### src/rtl/smr_pkg.sv
package smr_pkg;

    // Decode machine states
    typedef enum logic [0:0] {
        ST_IDLE    = 1'b0,
        ST_RESPOND = 1'b1
    } smr_state_e;

    // Default geometry of the status byte
    localparam int unsigned SMR_DATA_W     = 8;
    localparam int unsigned SMR_CMD_W      = 8;
    localparam logic [7:0]  SMR_CODE_DEF   = 8'h80;
    // Positions 6,5,4,3,2,0 are sticky; 7 and 1 are live
    localparam logic [7:0]  SMR_STICKY_DEF = 8'b0111_1101;

endpackage

### src/rtl/smr_cmd_decode.sv
module smr_cmd_decode
    import smr_pkg::*;
#(
    parameter int unsigned CMD_W    = SMR_CMD_W,
    parameter int unsigned DATA_W   = SMR_DATA_W,
    parameter logic [CMD_W-1:0] CODE = CMD_W'(SMR_CODE_DEF)
) (
    input  logic              clk,
    input  logic              rst_n,
    input  logic              cmd_valid,
    input  logic              cmd_write,
    input  logic [CMD_W-1:0]  cmd_code,
    input  logic [DATA_W-1:0] cmd_wdata,
    input  logic              clear_all,
    output logic              rd_hit,
    output logic [DATA_W-1:0] clr_mask,
    output logic              rd_valid
);

    localparam logic [DATA_W-1:0] ALL_ONES = {DATA_W{1'b1}};

    smr_state_e state_q, state_d;
    logic       code_match;
    logic       wr_hit;

    always_comb begin
        code_match = cmd_valid && (cmd_code == CODE);
        rd_hit     = code_match && !cmd_write;
        wr_hit     = code_match &&  cmd_write;
    end

    // Next-state logic
    always_comb begin
        state_d = state_q;
        unique case (state_q)
            ST_IDLE:    state_d = rd_hit ? ST_RESPOND : ST_IDLE;
            ST_RESPOND: state_d = rd_hit ? ST_RESPOND : ST_IDLE;
            default:    state_d = ST_IDLE;
        endcase
    end

    // State register
    always_ff @(posedge clk) begin
        if (!rst_n) state_q <= ST_IDLE;
        else        state_q <= state_d;
    end

    // Outputs
    always_comb begin
        rd_valid = 1'b0;
        unique case (state_q)
            ST_IDLE:    rd_valid = 1'b0;
            ST_RESPOND: rd_valid = 1'b1;
            default:    rd_valid = 1'b0;
        endcase
        clr_mask = (wr_hit ? cmd_wdata : '0) | (clear_all ? ALL_ONES : '0);
    end

endmodule

### src/rtl/smr_flag_bank.sv
module smr_flag_bank
    import smr_pkg::*;
#(
    parameter int unsigned DATA_W        = SMR_DATA_W,
    parameter logic [DATA_W-1:0] STICKY  = DATA_W'(SMR_STICKY_DEF)
) (
    input  logic              clk,
    input  logic              rst_n,
    input  logic [DATA_W-1:0] fault_in,
    input  logic [DATA_W-1:0] clr_mask,
    output logic [DATA_W-1:0] stored_q,
    output logic [DATA_W-1:0] view
);

    for (genvar i = 0; i < DATA_W; i++) begin : g_bit
        if (STICKY[i]) begin : g_sticky
            logic bit_q;
            // Set wins over clear
            always_ff @(posedge clk) begin
                if (!rst_n) bit_q <= 1'b0;
                else        bit_q <= (bit_q & ~clr_mask[i]) | fault_in[i];
            end
            assign stored_q[i] = bit_q;
            assign view[i]     = bit_q | fault_in[i];
        end else begin : g_live
            assign stored_q[i] = 1'b0;
            assign view[i]     = fault_in[i];
        end
    end

endmodule

### src/rtl/smr_read_mux.sv
module smr_read_mux
    import smr_pkg::*;
#(
    parameter int unsigned DATA_W = SMR_DATA_W
) (
    input  logic              clk,
    input  logic              rst_n,
    input  logic              capture,
    input  logic [DATA_W-1:0] view,
    output logic [DATA_W-1:0] snap_q
);

    always_ff @(posedge clk) begin
        if (!rst_n)       snap_q <= '0;
        else if (capture) snap_q <= view;
    end

endmodule

### src/rtl/status_mixed_reg.sv
module status_mixed_reg
    import smr_pkg::*;
#(
    parameter int unsigned CMD_W        = SMR_CMD_W,
    parameter int unsigned DATA_W       = SMR_DATA_W,
    parameter logic [CMD_W-1:0] CODE    = CMD_W'(SMR_CODE_DEF),
    parameter logic [DATA_W-1:0] STICKY = DATA_W'(SMR_STICKY_DEF)
) (
    input  logic              clk,
    input  logic              rst_n,
    input  logic [DATA_W-1:0] fault_in,
    input  logic              clear_all,
    input  logic              cmd_valid,
    input  logic              cmd_write,
    input  logic [CMD_W-1:0]  cmd_code,
    input  logic [DATA_W-1:0] cmd_wdata,
    output logic [DATA_W-1:0] rd_data,
    output logic              rd_valid
);

    logic              rd_hit;
    logic [DATA_W-1:0] clr_mask;
    logic [DATA_W-1:0] stored_q;
    logic [DATA_W-1:0] view;

    smr_cmd_decode #(.CMD_W(CMD_W), .DATA_W(DATA_W), .CODE(CODE)) u_dec (
        .clk       (clk),
        .rst_n     (rst_n),
        .cmd_valid (cmd_valid),
        .cmd_write (cmd_write),
        .cmd_code  (cmd_code),
        .cmd_wdata (cmd_wdata),
        .clear_all (clear_all),
        .rd_hit    (rd_hit),
        .clr_mask  (clr_mask),
        .rd_valid  (rd_valid)
    );

    smr_flag_bank #(.DATA_W(DATA_W), .STICKY(STICKY)) u_bank (
        .clk      (clk),
        .rst_n    (rst_n),
        .fault_in (fault_in),
        .clr_mask (clr_mask),
        .stored_q (stored_q),
        .view     (view)
    );

    smr_read_mux #(.DATA_W(DATA_W)) u_mux (
        .clk     (clk),
        .rst_n   (rst_n),
        .capture (rd_hit),
        .view    (view),
        .snap_q  (rd_data)
    );

endmodule

### config.mk
export PLATFORM = sky130hd
export DESIGN_NAME = status_mixed_reg
export DESIGN_NICKNAME = d
export VERILOG_FILES = /design/src/rtl/smr_pkg.sv /design/src/rtl/smr_cmd_decode.sv /design/src/rtl/smr_flag_bank.sv /design/src/rtl/smr_read_mux.sv /design/src/rtl/status_mixed_reg.sv
export SDC_FILE = /design/constraint.sdc
export NUM_CORES = 1
export LEC_CHECK = 0
export ABC_CLOCK_PERIOD_IN_PS = 2800
export CAP_MARGIN = 20
export CELL_PAD_IN_SITES_DETAIL_PLACEMENT = 0
export CELL_PAD_IN_SITES_GLOBAL_PLACEMENT = 2
export CORE_MARGIN = 5
export CORE_UTILIZATION = 21
export DETAILED_ROUTE_END_ITERATION = 7
export GPL_TIMING_DRIVEN = 1
export PLACE_DENSITY_LB_ADDON = 0.1
export RECOVER_POWER = 25
export SLEW_MARGIN = 20
export SYNTH_ARGS = -nofsm -noshare
export SYNTH_HDL_FRONTEND = slang
export SYNTH_SLANG_ARGS = --single-unit
### constraint.sdc
create_clock -name clk -period 2.8 [get_ports clk]
set_input_delay 0.42 -clock clk [delete_from_list [all_inputs] [get_ports clk]]
set_output_delay 0.42 -clock clk [all_outputs]
set_load 0.02 [all_outputs]
==> results.md, run 1 <==
* Status: completed
* Syn-to-layout area delta at 57.45%
* Fmax at around 530 MHz
* Final non-filler cell total at roughly 160
* Worst-Margin Slew at between 0.7 and 0.8 ns
* Area after DPL at ~1100 µm²
* Post-route DRC at 0
* CTS tree: yes
* Clock Skews at between 0.0003 and 0.0004 ns
* Initial DRC Count at 14
* Final net count at 142
* Final critical-path required period at between 1.5 and 2 ns
* RD Place Congestion at between 0.6 and 0.7
* Worst Path Max Fanout at 8
* Die W at a little under 70 µm
* Mapped cell area at approximately 690 µm²
* I/O Buffers at 35
* Critical Path Source Type: input port
* Max-slew violation count at 0
* Pwr/cell area at 377.0 nW/µm²
* Via/cell ratio at 4.115
* Core footprint at 3103 µm²
* Die height at ~67 µm
* Synth top area share at 43.64%
* Yosys warning total at 0
* First-pass GRT wire length at around 2800 µm
* Vias in the first global route at about 600
* Routed WL at about 1800 µm
* Crit end category: flop
* ANT nets after route at 0
* Final setup viols at 0
* CTS Hold Bufs at 0
* Slowest stage cell on the critical path: dlygate4sd3_1
* Share of layout cells above drive strength 1 at 4.464%
* Syn avg cell area at 9.055 µm²
* Core Util, Final at a little over a third
* RSZ-0062 raised after global routing: false
* Cell count after synthesis at 76
* Post-synth EDFFs at 0
* Final instance area at roughly 1100 µm²
* Placed insts at about 150
* Clock tree buffer depth at 2
* Detailed placement HPWL at 1361 µm
* Netlist cell types at 19
* Sequential area share after synthesis at between 40% and 50%
* Final worst slack at a little over 0.9 ns
* Async set-reset flop share out of synthesis at 0%
* Most common library cells after synthesis: 15 x dfxtp_1, 12 x o21ai_0, 10 x nand2_1, 8 x mux2i_1
* Yosys top cell by area: dfxtp_1
* Die area at 4522 µm²
* Pleak at around 0.44 nW
* Clk_lat worst skew at about 0.28 ns
* Syn Nets at approximately 110
* Post-CTS Setup Bufs at 0
* Number of max-cap violations at 0
* Gr usage total at approximately 8.5%
* Initial Util at 22.18%
* Total CTS buffers at 3
* Crit-path cells: dlygate4sd3_1, nor4_4, nand4_1, mux2i_1
* Peak ir drop on the vdd network at approximately 0.22 mV
* CTS root buf: clkbuf_4
* Worst-path clk slew at about 0.09 ns
* Worst Path Required at between 3 and 4 ns
* Total vias in the final route at between 600 and 700
* Fin Setup TNS at 0 ns
* Gr ovfl total at 0
* Worst min path class: reg2reg
* # IOs at 38
* Main synth FF type: dfxtp_1
* Fin crit share at around two thirds
* Pre-CTS setup slack at ~0.88 ns
* CP max stage delay at 0.58 ns
* Worst rel slew slack at between 50% and 60%
* Synth top area cells: dfxtp_1 44%, mux2i_1 12%, o21ai_0 8.7%
* Crit path DAT at between 2 and 2.5 ns
* # clock sinks at 15
* Ant. Diodes at 0
* Filler cells at ~350
* TritonRoute pass-1 iters at 2
* Critical path class: in2reg
* Antenna violations before repair at 0
* Final hold vios at 0
* Largest net degree at the start of global routing at 24
* Resized Gates After CTS at 0
* Synth Register Bits at 15
* Wirelength per Cell at roughly 12 µm
* Core Rows at 20
* Most frequent cell after synthesis: dfxtp_1
* CTS H-tree lvls at 1
state kept, by name (all words and copies together), names as in the netlist:
register	flops
u_bank.g_bit.g_sticky.bit_q	6
u_dec.state_q	1
u_mux.snap_q	8
where the power goes:
| group | internal, W | total (W) | switching (W) |
|---|---|---|---|
| Combinational | 0.0000416 | 0.0000646 | 0.0000230 |
| Sequential | 0.000219 | 0.000221 | 0.00000209 |
| Clock | 0.0000553 | 0.000123 | 0.0000677 |
path summary, 6_finish.rpt:
| check | slack (ns) | end | start | depth (start not counted) |
|---|---|---|---|---|
| max | 0.91 | u_mux.snap_q[3] | cmd_code[5] | 4 |
| min | 0.46 | u_mux.snap_q[0] | u_mux.snap_q[0] | 2 |
| max reg2reg | 2.02 | u_bank.g_bit[4].g_sticky.bit_q | u_bank.g_bit[4].g_sticky.bit_q | 3 |
| min reg2reg | 0.46 | u_mux.snap_q[0] | u_mux.snap_q[0] | 2 |
area by class of cell:
class                      instances  area [µm²]  share of cell area [%]
inverter                           6       22.52                   2.079
tap                               44       55.05                   5.081
clock buffer                       4       26.28                   2.425
timing repair buffer              35       350.3                   32.33
sequential                        15       300.3                   27.71
multi-input combinational         52       329.1                   30.37
metal layers:
layer  up-vias  track usage, %  wire length [µm]
met2        17           13.62               879
met5         -               0                 0
met4         0           2.278                11
met3         2           4.160                97
met1       287           10.20               809
li1        336               -                 -
cells by family (layout without fill, tap and decap cells):
family,count (synthesis),count (layout),synth area share (%)
AOI/OAI and AO/OA,18,18,14.18
muxes,8,8,11.64
DFF,15,15,43.64
and+or+nand+nor,26,26,24.18
buffers and inverters,9,45,6.362
metrics by stage:
step | power (W) | hold slack, ns
finish | 0.0004085 | 0.4644
global route | 0.0004356 | 0.4952
CTS | 0.0004188 | 0.4696
detailed placement | 0.0002928 | 0.4571
global placement | 0.0002921 | 0.4446
floorplan | 0.0002470 | 0.4959
worst max-delay path: cells and delay by family:
kind / cells / cell delay [ns]
simple gates: 2 / 0.79
mux: 1 / 0.31
buf+inv: 1 / 0.58
placed cells by master, fill, tap and decap left out:
cell type / synthesis / layout
a31oi_1: 6 / 6
and2_4: 1 / 1
and4_1: 1 / 1
clkbuf_1: 1 / 1
clkbuf_4: 0 / 3
clkdlybuf4s50_1: 0 / 33
dfxtp_1: 15 / 15
dlygate4sd3_1: 0 / 2
inv_1: 6 / 6
mux2i_1: 8 / 8
nand2_1: 10 / 10
nand3_1: 1 / 1
nand4_1: 0 / 1
nor2_1: 2 / 2
nor2b_1: 6 / 6
nor3_1: 1 / 1
nor3b_1: 1 / 1
nor4_1: 1 / 1
nor4_4: 1 / 1
o21ai_0: 12 / 12
No activity file was read; power rests on OpenSTA's default activity.
==> run 2, diff against run 1 <==
--- a/config.mk
+++ b/config.mk
@@ -5,12 +5,12 @@
 export SDC_FILE = /design/constraint.sdc
 export NUM_CORES = 1
 export LEC_CHECK = 0
-export ABC_CLOCK_PERIOD_IN_PS = 2800
+export ABC_CLOCK_PERIOD_IN_PS = 1600
 export CAP_MARGIN = 20
 export CELL_PAD_IN_SITES_DETAIL_PLACEMENT = 0
 export CELL_PAD_IN_SITES_GLOBAL_PLACEMENT = 2
 export CORE_MARGIN = 5
-export CORE_UTILIZATION = 21
+export CORE_UTILIZATION = 18
 export DETAILED_ROUTE_END_ITERATION = 7
 export GPL_TIMING_DRIVEN = 1
 export PLACE_DENSITY_LB_ADDON = 0.1
==> constraint.sdc (replaced) <==
create_clock -name clk -period 1.6 [get_ports clk]
set_input_delay 0.24 -clock clk [delete_from_list [all_inputs] [get_ports clk]]
set_output_delay 0.24 -clock clk [all_outputs]
set_load 0.02 [all_outputs]
==> results.md, run 2 (synthesis results as in run 1) <==
* TritonRoute pass-1 iters at 4 (+2)
* Gr ovfl total at 0 (unchanged)
* Max reg flops at 8 (unchanged)
* Clock Skews at 0.005822 ns (+0.005499 ns)
* Critical path class: reg2out
* Number of max-cap violations at 0 (unchanged)
* CTS H-tree lvls at 1 (unchanged)
* CTS Hold Bufs at 0 (unchanged)
* Die W at 71.83 µm (+6.8%)
* Slowest stage cell on the critical path: clkdlybuf4s50_1
* Final critical-path required period at roughly 1.4 ns
* Final hold vios at 0 (unchanged)
* Via/cell ratio at 3.901 (-5.2%)
* Most flops, register: u_mux.snap_q
* Clock tree buffer depth at 2 (unchanged)
* Core Util, Final at 30.97% (-3.9 points)
* Syn-to-layout area delta at 66.00%
* Fin crit share at 89.25%
* Initial Util at 18.66% (-3.5 points)
* Core Rows at 22 (+10%)
* Worst Path Max Fanout at 2 (-6)
* Status: completed
* # clock sinks at 15 (unchanged)
* Fin Hold WS at 0.4558 ns (-0.008601 ns)
* Crit path launch: u_mux.snap_q[2]
* Fmax at roughly 700 MHz
* Critical Path Source Type: flop
* Overall Power at 0.0008101 W (+98%)
* Detailed placement HPWL at 1436 µm (+5.5%)
* Largest net degree at the start of global routing at 24 (unchanged)
* Gr usage total at 7.561% (-0.98 points)
* Crit end category: output port
* Resized Gates After CTS at 0 (unchanged)
* Pleak at 0.4753 nW (+6.8%)
* Final net count at 144 (+1.4%)
* Die area at 5160 µm² (+14%)
* Final setup viols at 0 (unchanged)
* Clk_lat worst skew at 0.25 ns (-0.03 ns)
* ANT nets after route at 0 (unchanged)
* Crit path DAT at 1.19 ns (-0.91 ns)
* Post-CTS Setup Bufs at 0 (unchanged)
* RD Place Congestion at 0.6144 (-8.7%)
* Hold_sp: u_mux.snap_q[6]
* Most frequent cells in the layout: 35 x clkdlybuf4s50_1, 15 x dfxtp_1, 12 x o21ai_0
* First-pass GRT wire length at 2987 µm (+6.1%)
* Die height at 71.83 µm (+6.8%)
* Regs by FF count: u_mux.snap_q: 8 flops, u_bank.g_bit.g_sticky.bit_q: 6 flops, u_dec.state_q: 1 flops
* Crit-path cells: clkdlybuf4s50_1
* Worst-path clk slew at 0.06 ns (-0.03 ns)
* Pwr/cell area at 709.2 nW/µm² (+88%)
* CTS root buf: clkbuf_8
* Post-route DRC at 0 (unchanged)
* Initial DRC Count at 16 (+2)
* RSZ-0062 raised after global routing: false
* # IOs at 38 (unchanged)
* Max-slew violation count at 0 (unchanged)
* Worst Path Required at 1.36 ns (-1.65 ns)
* Most common cell after layout, fill and taps aside: clkdlybuf4s50_1
* Vias in the first global route at 658 (+6.8%)
* Final non-filler cell total at 162 (+3.8%)
* Launch point of the worst reg-to-reg path: u_bank.g_bit[6].g_sticky.bit_q
* Top delay family on crit path: buffers and inverters
* Core footprint at 3689 µm² (+19%)
* Total CTS buffers at 3 (unchanged)
* Ant. Diodes at 0 (unchanged)
* Worst min path class: reg2reg
* Total vias in the final route at 632 (-1.6%)
* CTS tree: yes
* Wirelength per Cell at 11.10 µm (-3.7%)
* Worst-Margin Slew at 0.3508 ns (-0.3929 ns)
* CP max stage delay at 0.60 ns (+0.02 ns)
* Routed WL at 1798 µm (about the same)
* Worst rel slew slack at 76.42% (+26 points)
* Share of layout cells above drive strength 1 at 7.895% (+3.4 points)
* CP Buf/Inv Count at 1 (unchanged)
* Placed insts at 158 (+3.9%)
* Peak ir drop on the vdd network at 0.3335 mV (+55%)
* Antenna violations before repair at 0 (unchanged)
* I/O Buffers at 35 (unchanged)
run 2: report_power, final:
group          switching (W)  internal, W  leakage [nW]  total [W]
logic              0.0000424    0.0000784         0.327   0.000121
clock network       0.000130     0.000172        0.0255   0.000302
registers         0.00000353     0.000384         0.123   0.000387
run 2: metal layers:
metal	vias up	GRT usage, %	share of wire [%]
met2	20	11.94	44
met1	269	9.464	49
met5	-	0	0
met3	2	3.647	6.7
li1	341	-	-
met4	0	1.253	0.50
run 2: worst paths after layout:
| kind | slack, ns | cells after the start | to |
|---|---|---|---|
| worst min register to register | 0.46 | 2 | u_mux.snap_q[6] |
| worst min-delay path | 0.46 | 2 | u_mux.snap_q[6] |
| worst max-delay path | 0.17 | 1 | rd_data[2] |
| worst max register to register | 0.81 | 2 | u_mux.snap_q[6] |
run 2: through the flow:
step / area [µm²] / setup slack, ns / setup TNS [ns]
6_report: 1142 / 0.1720 / 0
5_1_grt: 1142 / 0.04414 / 0
4_1_cts: 1151 / 0.1432 / 0
3_5_place_dp: 1105 / -0.05561 / -0.5204
3_3_place_gp: 1105 / -0.05673 / -0.4554
2_1_floorplan: 688.2 / 0.5315 / 0
run 2: cell type report:
cell class	instances	area, µm²
well taps	48	60.06
multi-input cells	52	335.3
repair buffers	37	377.9
fillers	407	2546
clock inverters	1	5.005
inverters	6	22.52
clock buffers	3	41.29
flip-flops and latches	15	300.3
